==> src/rtl/irq_router_pkg.sv <==
package irq_router_pkg;
  localparam int unsigned OFS_LSB = 6;
  typedef enum logic [1:0] {
    SZ_1B = 2'd0,
    SZ_2B = 2'd1,
    SZ_4B = 2'd2,
    SZ_8B = 2'd3
  } acc_size_e;
endpackage

==> src/rtl/irq_raw_vec.sv <==
module irq_raw_vec #(
  parameter int unsigned IDX_W = 6,
  localparam int unsigned N    = 1 << IDX_W
) (
  input  logic             clk_i,
  input  logic             rst_ni,
  input  logic             set_i,
  input  logic [IDX_W-1:0] set_idx_i,
  input  logic             clr_i,
  input  logic [IDX_W-1:0] clr_idx_i,
  output logic [N-1:0]     raw_o
);
  logic [N-1:0] raw_q, raw_d;

  // clear applied first so a same-index raise wins
  always_comb begin
    raw_d = raw_q;
    if (clr_i) raw_d[clr_idx_i] = 1'b0;
    if (set_i) raw_d[set_idx_i] = 1'b1;
  end

  always_ff @(posedge clk_i or negedge rst_ni) begin
    if (!rst_ni) raw_q <= '0;
    else         raw_q <= raw_d;
  end

  assign raw_o = raw_q;
endmodule

==> src/rtl/irq_mask_bank.sv <==
module irq_mask_bank #(
  parameter int unsigned NUM_CPU = 4,
  parameter int unsigned N       = 64,
  localparam int unsigned CPU_W  = (NUM_CPU > 1) ? $clog2(NUM_CPU) : 1
) (
  input  logic               clk_i,
  input  logic               rst_ni,
  input  logic               wr_en_i,
  input  logic [CPU_W-1:0]   wr_cpu_i,
  input  logic [N-1:0]       wr_data_i,
  input  logic [N-1:0]       raw_i,
  output logic [NUM_CPU*N-1:0] mask_o,
  output logic [NUM_CPU*N-1:0] pend_o,
  output logic [NUM_CPU-1:0] irq_o
);
  for (genvar c = 0; c < NUM_CPU; c++) begin : g_cpu
    logic [N-1:0] mask_q;
    logic         irq_q;

    always_ff @(posedge clk_i or negedge rst_ni) begin
      if (!rst_ni) begin
        mask_q <= '0;
        irq_q  <= 1'b0;
      end else begin
        if (wr_en_i && wr_cpu_i == CPU_W'(c)) mask_q <= wr_data_i;
        irq_q <= |(mask_q & raw_i);
      end
    end

    assign mask_o[c*N +: N] = mask_q;
    assign pend_o[c*N +: N] = mask_q & raw_i;
    assign irq_o[c]         = irq_q;
  end
endmodule

==> src/rtl/irq_reg_port.sv <==
module irq_reg_port
  import irq_router_pkg::*;
#(
  parameter int unsigned NUM_CPU = 4,
  parameter int unsigned N       = 64,
  parameter int unsigned ADDR_W  = 12,
  localparam int unsigned CPU_W  = (NUM_CPU > 1) ? $clog2(NUM_CPU) : 1,
  localparam int unsigned OFS_W  = ADDR_W - OFS_LSB
) (
  input  logic                 clk_i,
  input  logic                 rst_ni,
  input  logic                 req_i,
  input  logic                 we_i,
  input  logic [ADDR_W-1:0]    addr_i,
  input  logic [1:0]           size_i,
  input  logic [N-1:0]         wdata_i,
  input  logic [NUM_CPU*N-1:0] mask_i,
  input  logic [NUM_CPU*N-1:0] pend_i,
  input  logic [N-1:0]         raw_i,
  output logic                 wr_en_o,
  output logic [CPU_W-1:0]     wr_cpu_o,
  output logic [N-1:0]         wr_data_o,
  output logic [N-1:0]         rdata_o,
  output logic                 ack_o,
  output logic                 err_o
);
  localparam logic [OFS_W-1:0] PEND_BASE = OFS_W'(NUM_CPU);
  localparam logic [OFS_W-1:0] RAW_OFS   = OFS_W'(2 * NUM_CPU);

  logic [OFS_W-1:0] ofs;
  logic             unused_low;
  logic             size_ok, is_mask, legal;
  logic [N-1:0]     rd_d, rdata_q;
  logic             ack_q, err_q;

  assign ofs        = addr_i[ADDR_W-1:OFS_LSB];
  assign unused_low = ^addr_i[OFS_LSB-1:0];
  assign size_ok    = (size_i == SZ_8B);
  assign is_mask    = (ofs < PEND_BASE);
  assign legal      = size_ok && (is_mask || (!we_i && ofs <= RAW_OFS));

  assign wr_en_o   = req_i && we_i && legal;
  assign wr_cpu_o  = CPU_W'(ofs);
  assign wr_data_o = wdata_i;

  always_comb begin
    rd_d = '0;
    if (ofs == RAW_OFS) rd_d = raw_i;
    for (int c = 0; c < NUM_CPU; c++) begin
      if (ofs == OFS_W'(c))           rd_d = mask_i[c*N +: N];
      if (ofs == OFS_W'(NUM_CPU + c)) rd_d = pend_i[c*N +: N];
    end
  end

  always_ff @(posedge clk_i or negedge rst_ni) begin
    if (!rst_ni) begin
      ack_q   <= 1'b0;
      err_q   <= 1'b0;
      rdata_q <= '0;
    end else begin
      ack_q   <= req_i && legal;
      err_q   <= req_i && !legal;
      rdata_q <= (req_i && legal && !we_i) ? rd_d : '0;
    end
  end

  assign ack_o   = ack_q;
  assign err_o   = err_q;
  assign rdata_o = rdata_q;
endmodule

==> src/rtl/irq_router.sv <==
module irq_router #(
  parameter int unsigned NUM_CPU   = 4,
  parameter int unsigned SRC_IDX_W = 6,
  parameter int unsigned ADDR_W    = 12,
  localparam int unsigned N        = 1 << SRC_IDX_W,
  localparam int unsigned CPU_W    = (NUM_CPU > 1) ? $clog2(NUM_CPU) : 1
) (
  input  logic                 clk_i,
  input  logic                 rst_ni,
  input  logic                 src_set_i,
  input  logic [SRC_IDX_W-1:0] src_set_idx_i,
  input  logic                 src_clr_i,
  input  logic [SRC_IDX_W-1:0] src_clr_idx_i,
  input  logic                 req_i,
  input  logic                 we_i,
  input  logic [ADDR_W-1:0]    addr_i,
  input  logic [1:0]           size_i,
  input  logic [N-1:0]         wdata_i,
  output logic [N-1:0]         rdata_o,
  output logic                 ack_o,
  output logic                 err_o,
  output logic [NUM_CPU-1:0]   irq_o
);
  logic [N-1:0]         raw;
  logic [NUM_CPU*N-1:0] mask, pend;
  logic                 wr_en;
  logic [CPU_W-1:0]     wr_cpu;
  logic [N-1:0]         wr_data;

  irq_raw_vec #(.IDX_W(SRC_IDX_W)) u_raw (
    .clk_i     (clk_i),
    .rst_ni    (rst_ni),
    .set_i     (src_set_i),
    .set_idx_i (src_set_idx_i),
    .clr_i     (src_clr_i),
    .clr_idx_i (src_clr_idx_i),
    .raw_o     (raw)
  );

  irq_mask_bank #(.NUM_CPU(NUM_CPU), .N(N)) u_bank (
    .clk_i     (clk_i),
    .rst_ni    (rst_ni),
    .wr_en_i   (wr_en),
    .wr_cpu_i  (wr_cpu),
    .wr_data_i (wr_data),
    .raw_i     (raw),
    .mask_o    (mask),
    .pend_o    (pend),
    .irq_o     (irq_o)
  );

  irq_reg_port #(.NUM_CPU(NUM_CPU), .N(N), .ADDR_W(ADDR_W)) u_port (
    .clk_i     (clk_i),
    .rst_ni    (rst_ni),
    .req_i     (req_i),
    .we_i      (we_i),
    .addr_i    (addr_i),
    .size_i    (size_i),
    .wdata_i   (wdata_i),
    .mask_i    (mask),
    .pend_i    (pend),
    .raw_i     (raw),
    .wr_en_o   (wr_en),
    .wr_cpu_o  (wr_cpu),
    .wr_data_o (wr_data),
    .rdata_o   (rdata_o),
    .ack_o     (ack_o),
    .err_o     (err_o)
  );
endmodule

==> config.mk <==
export PLATFORM = sky130hd
export DESIGN_NAME = irq_router
export DESIGN_NICKNAME = d
export VERILOG_FILES = /design/src/rtl/irq_router_pkg.sv /design/src/rtl/irq_raw_vec.sv /design/src/rtl/irq_mask_bank.sv /design/src/rtl/irq_reg_port.sv /design/src/rtl/irq_router.sv
export SDC_FILE = /design/constraint.sdc
export NUM_CORES = 1
export LEC_CHECK = 0
export BUFFER_PORTS_ARGS = -buffer_cell sky130_fd_sc_hd__buf_2
export CAP_MARGIN = 20
export CORE_MARGIN = 5
export CORE_UTILIZATION = 25
export CTS_CLUSTER_SIZE = 40
export DETAILED_ROUTE_END_ITERATION = 8
export GPL_TIMING_DRIVEN = 0
export PLACE_DENSITY = 0.41
export RECOVER_POWER = 100
export SLEW_MARGIN = 10
export SYNTH_ARGS = -nofsm -noshare
export SYNTH_HDL_FRONTEND = slang
export SYNTH_SLANG_ARGS = --single-unit
==> constraint.sdc <==
create_clock -name clk_i -period 2.2 [get_ports clk_i]
set_input_delay 0.11 -clock clk_i [delete_from_list [all_inputs] [get_ports clk_i]]
set_output_delay 0.11 -clock clk_i [all_outputs]
set_load 0.02 [all_outputs]
==> results.md <==
- The synthesized design spends more area on one cell type than any other, namely sky130_fd_sc_hd__dfrtp_1.
- The transition time of the tightest slew-check pin is 1020 ps.
- The first-pass GRT wire length is around 170000 um.
- The die height is approximately 300 um.
- The most used flip-flop cell after synthesis is sky130_fd_sc_hd__dfrtp_1.
- The critical-path cell with the highest stage delay is sky130_fd_sc_hd__dfrtp_1.
- On the worst path, the slowest cell contributes a delay of 600 ps.
- The class of the tightest hold or removal check is in -> reg.
- The worst-case clock buffer depth is 3.
- The total grt overflow is 0.
- The later pin in the worst-skew pair is clocked with a latency of between 600 and 700 ps.
- The first-pass iteration count of the detailed router is 6.
- 166 I/O pins were placed.
- The area share of xor/xnor cells in the synthesized design is 0.
- The maximum fanout count along the critical path is 8.
- Across the run, the number of max-cap violations was 0.
- The post-synthesis cell count is slightly below 2000.
- The design draws 0.0197 W.
- The area share of and/or/nand/nor cells after synthesis is 0.139.
- The sum of net half-perimeters after detailed placement is 92700 um.
- The largest delay contributor family on the critical path is simple AND/OR/NAND/NOR gates.
- The launch point of the worst reg-to-reg path is u_raw.raw_o[14].
- The filler cells instantiated in the layout total approximately 8500.
- The area of the die is between 80000 and 90000 um2.
- The final RePlAce weighted congestion is 0.997.
- The clock drives 390 sinks.
- The number of distinct library cells after synthesis is 62.
- The max-slew violation count is 0.
- In the final design database the tool counted about 2400 nets.
- The initial antenna violation count was 6.
- The checks that failed: negative setup slack.
- In the final layout, the multi-input gates occupy between 10000 and 15000 um2.
- Tracing the worst setup path back leads to its startpoint at u_raw.raw_o[14].
- The H-tree depth reported by CTS is 2.
- The post-synthesis net count is a little over 2000.
- The violation count after the first detailed-routing iteration is 2322.
- The mean cell area of the mapped netlist is 10.5 um2.
- The leakage power is 11.6 nW.
- In this run, synthesis inferred 0 flip-flops with an integrated enable.
- The synthesis-stage register bit count is 390.
- The clock transition at the registers of the reported paths is roughly 60 ps.
- The adder-cell share of the synthesized area is 0.
- The cell that appears most often on the critical path is sky130_fd_sc_hd__nand3_1.
- The nature of the critical path startpoint is a flop.
- In the layout the commonest cells are sky130_fd_sc_hd__dfrtp_1 (365), sky130_fd_sc_hd__mux2_2 (230), sky130_fd_sc_hd__o21ai_0 (184).
- The final hold violation count was 0.
- The number of clock buffers added by TritonCTS is 49.
- The pin count of the biggest net entering global routing is around 110.
- In this run the remaining antenna-violating nets after routing total 0.
- The aggregate routed wire length is 124000 um.
- The post-route minimum period is between 2000 and 2500 ps.
- The synthesis-to-layout area growth is 24.0%.
- The clock skew is between 15 and 20 ps.
- In the global route stage, overall resource usage came out at 0.269.
- IR analysis of the VDD net gives a maximum drop of roughly 0.52 mV.
- The final clock period utilization by the worst path is 1.06.
- Summing all flip-flop and latch instances after layout gives between 9000 and 10000 um2.
- In this run the register-to-register setup slack is -140 ps.
- The area of the placeable core is between 80000 and 90000 um2.
- The destination of the worst register-to-register timing path is u_bank.g_cpu[3].irq_q.
- TritonCTS built the clock tree.
- The multiplexer area fraction after synthesis is 0.131.
- The worst setup path endpoint is u_bank.g_cpu[3].irq_q.
- The leading cell type in the layout, fill and taps excluded is sky130_fd_sc_hd__dfrtp_1.
- The row count is 105.
- The number of cell instances on the worst register-to-register path is 5.
- The setup path with the least slack is of type reg -> reg.
- After synthesis, the cell types taking the most area are sky130_fd_sc_hd__dfrtp_1 (47%), sky130_fd_sc_hd__mux2_2 (12%), sky130_fd_sc_hd__o21ai_0 (4.4%), sky130_fd_sc_hd__a221oi_1 (3.0%), sky130_fd_sc_hd__and3_1 (2.5%).
- For this configuration, the core starts out at a cell density of 0.253.
- The via count of the first global-routing pass is between 15000 and 20000.
- The final-report setup violation count is 30.
- The relative max-transition margin is 0.322.
- The count of warnings emitted by yosys is 0.
- STA classifies the critical path endpoint as a flop.
- The arrival time at the worst endpoint is approximately 2700 ps.
- The count of buffers added on input and output ports is around 150.
- The minimum setup slack in the final design is -138 ps.
- Of all flip-flops after synthesis, the portion carrying an async set or reset was 1.00.
- Measured on the finished design, the core utilization comes to 0.314.
- The critical path contains buffers and inverters numbering 0 combined.
- After detailed routing, the average wire length per cell comes to about 37 um.
- The maximum frequency from static timing analysis is roughly 0.43 GHz.
- The die is 299 um wide.
- Data on the critical path is required at its endpoint by between 2000 and 3000 ps.
- The share of synthesized area in the top cell type comes to 0.468.
- The final route contains roughly 20000 vias.
- The critical path crosses 5 cells after its start point.
- After detailed routing, the number of remaining DRC violations is 0.
- The dominant combinational cell family by area after synthesis is compound AO/OA/AOI/OAI gates.
- The signal on the critical path passes through a22o_1 -> a221oi_2 -> nand3_1 -> nor4_2 -> nand3_1.
- Setup total negative slack on the finished layout was measured at -1030 ps.
- The flow ran to the end, but the final reports show violations.
- The total power divided by cell area is about 760 nW/um2.
- Of the cells placed in the final design, the portion with a size suffix greater than 1 is 0.249.
- The via-per-instance ratio is 6.00.
- The root buffer cell is sky130_fd_sc_hd__clkbuf_16.
- The synthesized-area fraction occupied by ao, oa, aoi and oai cells is 0.220.
- The sequential cell area fraction in the yosys report is 0.468.
- The synthesized area is around 21000 um2.
synthesized netlist by cell type, types with 16 or more instances:
| cell type | count |
|---|---|
| sky130_fd_sc_hd__o21ai_0 | 184 |
| sky130_fd_sc_hd__o211ai_1 | 58 |
| sky130_fd_sc_hd__o211a_1 | 18 |
| sky130_fd_sc_hd__nand3_1 | 62 |
| sky130_fd_sc_hd__a22oi_1 | 21 |
| sky130_fd_sc_hd__and3b_1 | 34 |
| sky130_fd_sc_hd__nor3_1 | 30 |
| sky130_fd_sc_hd__a32o_1 | 21 |
| sky130_fd_sc_hd__a211o_1 | 19 |
| sky130_fd_sc_hd__clkbuf_1 | 94 |
| sky130_fd_sc_hd__nor2b_1 | 22 |
| sky130_fd_sc_hd__buf_2 | 56 |
| sky130_fd_sc_hd__a221oi_1 | 72 |
| sky130_fd_sc_hd__o221ai_1 | 58 |
| sky130_fd_sc_hd__and3_1 | 82 |
| sky130_fd_sc_hd__dfrtp_1 | 390 |
| sky130_fd_sc_hd__nand2b_1 | 16 |
| sky130_fd_sc_hd__or3_1 | 22 |
| sky130_fd_sc_hd__a21oi_1 | 46 |
| sky130_fd_sc_hd__nand2_1 | 130 |
| sky130_fd_sc_hd__nand4_1 | 24 |
| sky130_fd_sc_hd__and2_1 | 16 |
| sky130_fd_sc_hd__a211oi_1 | 16 |
| sky130_fd_sc_hd__nor2_1 | 41 |
| sky130_fd_sc_hd__inv_1 | 28 |
| sky130_fd_sc_hd__a2111oi_0 | 24 |
| sky130_fd_sc_hd__a22o_1 | 39 |
| sky130_fd_sc_hd__mux2_2 | 230 |
per-stage QoR:
| step | setup slack, ps | area [um2] | std cells | hold slack [ps] |
|---|---|---|---|---|
| after global placement | -7090 | 22900 | 3205 | 303 |
| after CTS | 3.89 | 25900 | 3379 | 16.9 |
| after detailed placement | -1320 | 23100 | 3210 | 29.2 |
| final | -138 | 25900 | 3382 | 16.7 |
| after floorplan | 357 | 20800 | 1983 | -186 |
| after global routing | -23.5 | 25800 | 3378 | 49.3 |
report_power, final:
group          total, W  internal (W)  switching (W)
registers       0.00904       0.00757        0.00147
logic           0.00199      0.000745        0.00125
clock network   0.00867       0.00524        0.00344
total            0.0197        0.0135        0.00615
cells by family after synthesis:
logic type	after synthesis
AND/OR/NAND/NOR	516
AO/OA/AOI/OAI	640
buffers and inverters	195
multiplexers	242
flip-flops	390
per-layer routing:
layer  global-route usage  share of wire
met3               0.0679          0.099
met1                0.363           0.41
met4                0.127          0.059
met5                    0        0.00039
met2                0.405           0.43
how the worst min path moves through the flow:
stage	start	to	slack [ps]	depth (start not counted)
6_report	src_set_idx_i[5]	u_raw.raw_o[49]	20	3
2_1_floorplan	rst_ni	u_bank.g_cpu[0].irq_q	-190	0
3_3_place_gp	size_i[0]	u_port.err_o	300	2
4_1_cts	src_clr_i	u_raw.raw_o[57]	20	4
5_1_grt	src_set_idx_i[4]	u_raw.raw_o[54]	50	3
3_5_place_dp	rst_ni	u_port.rdata_o[56]	30	1
registers in the layout (all words and copies together), names as in the netlist:
signal               count
u_bank.g_cpu.mask_q    256
u_port.ack_o             1
u_raw.raw_o             64
u_port.rdata_o          64
u_port.err_o             1
u_bank.g_cpu.irq_q       4
area by class of cell:
cell class,count,share of cell area
Clock inverter,24,0.0131
Inverter,28,0.00407
Tap cell,1070,0.0518
Clock buffer,65,0.0532
Timing Repair Buffer,244,0.0627
Buffer,159,0.0304
Sequential cell,390,0.379
Multi-Input combinational cell,1398,0.406
Antenna cell,4,0.000387
timing repair:
action | in CTS | in global routing
buffers inserted | 5 | 0
hold buffers | 82 | 0
hold endpoints to repair | 479 | 0
setup endpoints to repair | 96 | 70
pin swaps | 2 | 1
resized for setup | 65 | 38
tightest hold or removal path, cell delays in order:
cell and delay [ps]:
sky130_fd_sc_hd__buf_2 150, sky130_fd_sc_hd__nand3b_1 210, sky130_fd_sc_hd__o21ai_0 110
No activity file was read; power rests on OpenSTA's default activity.
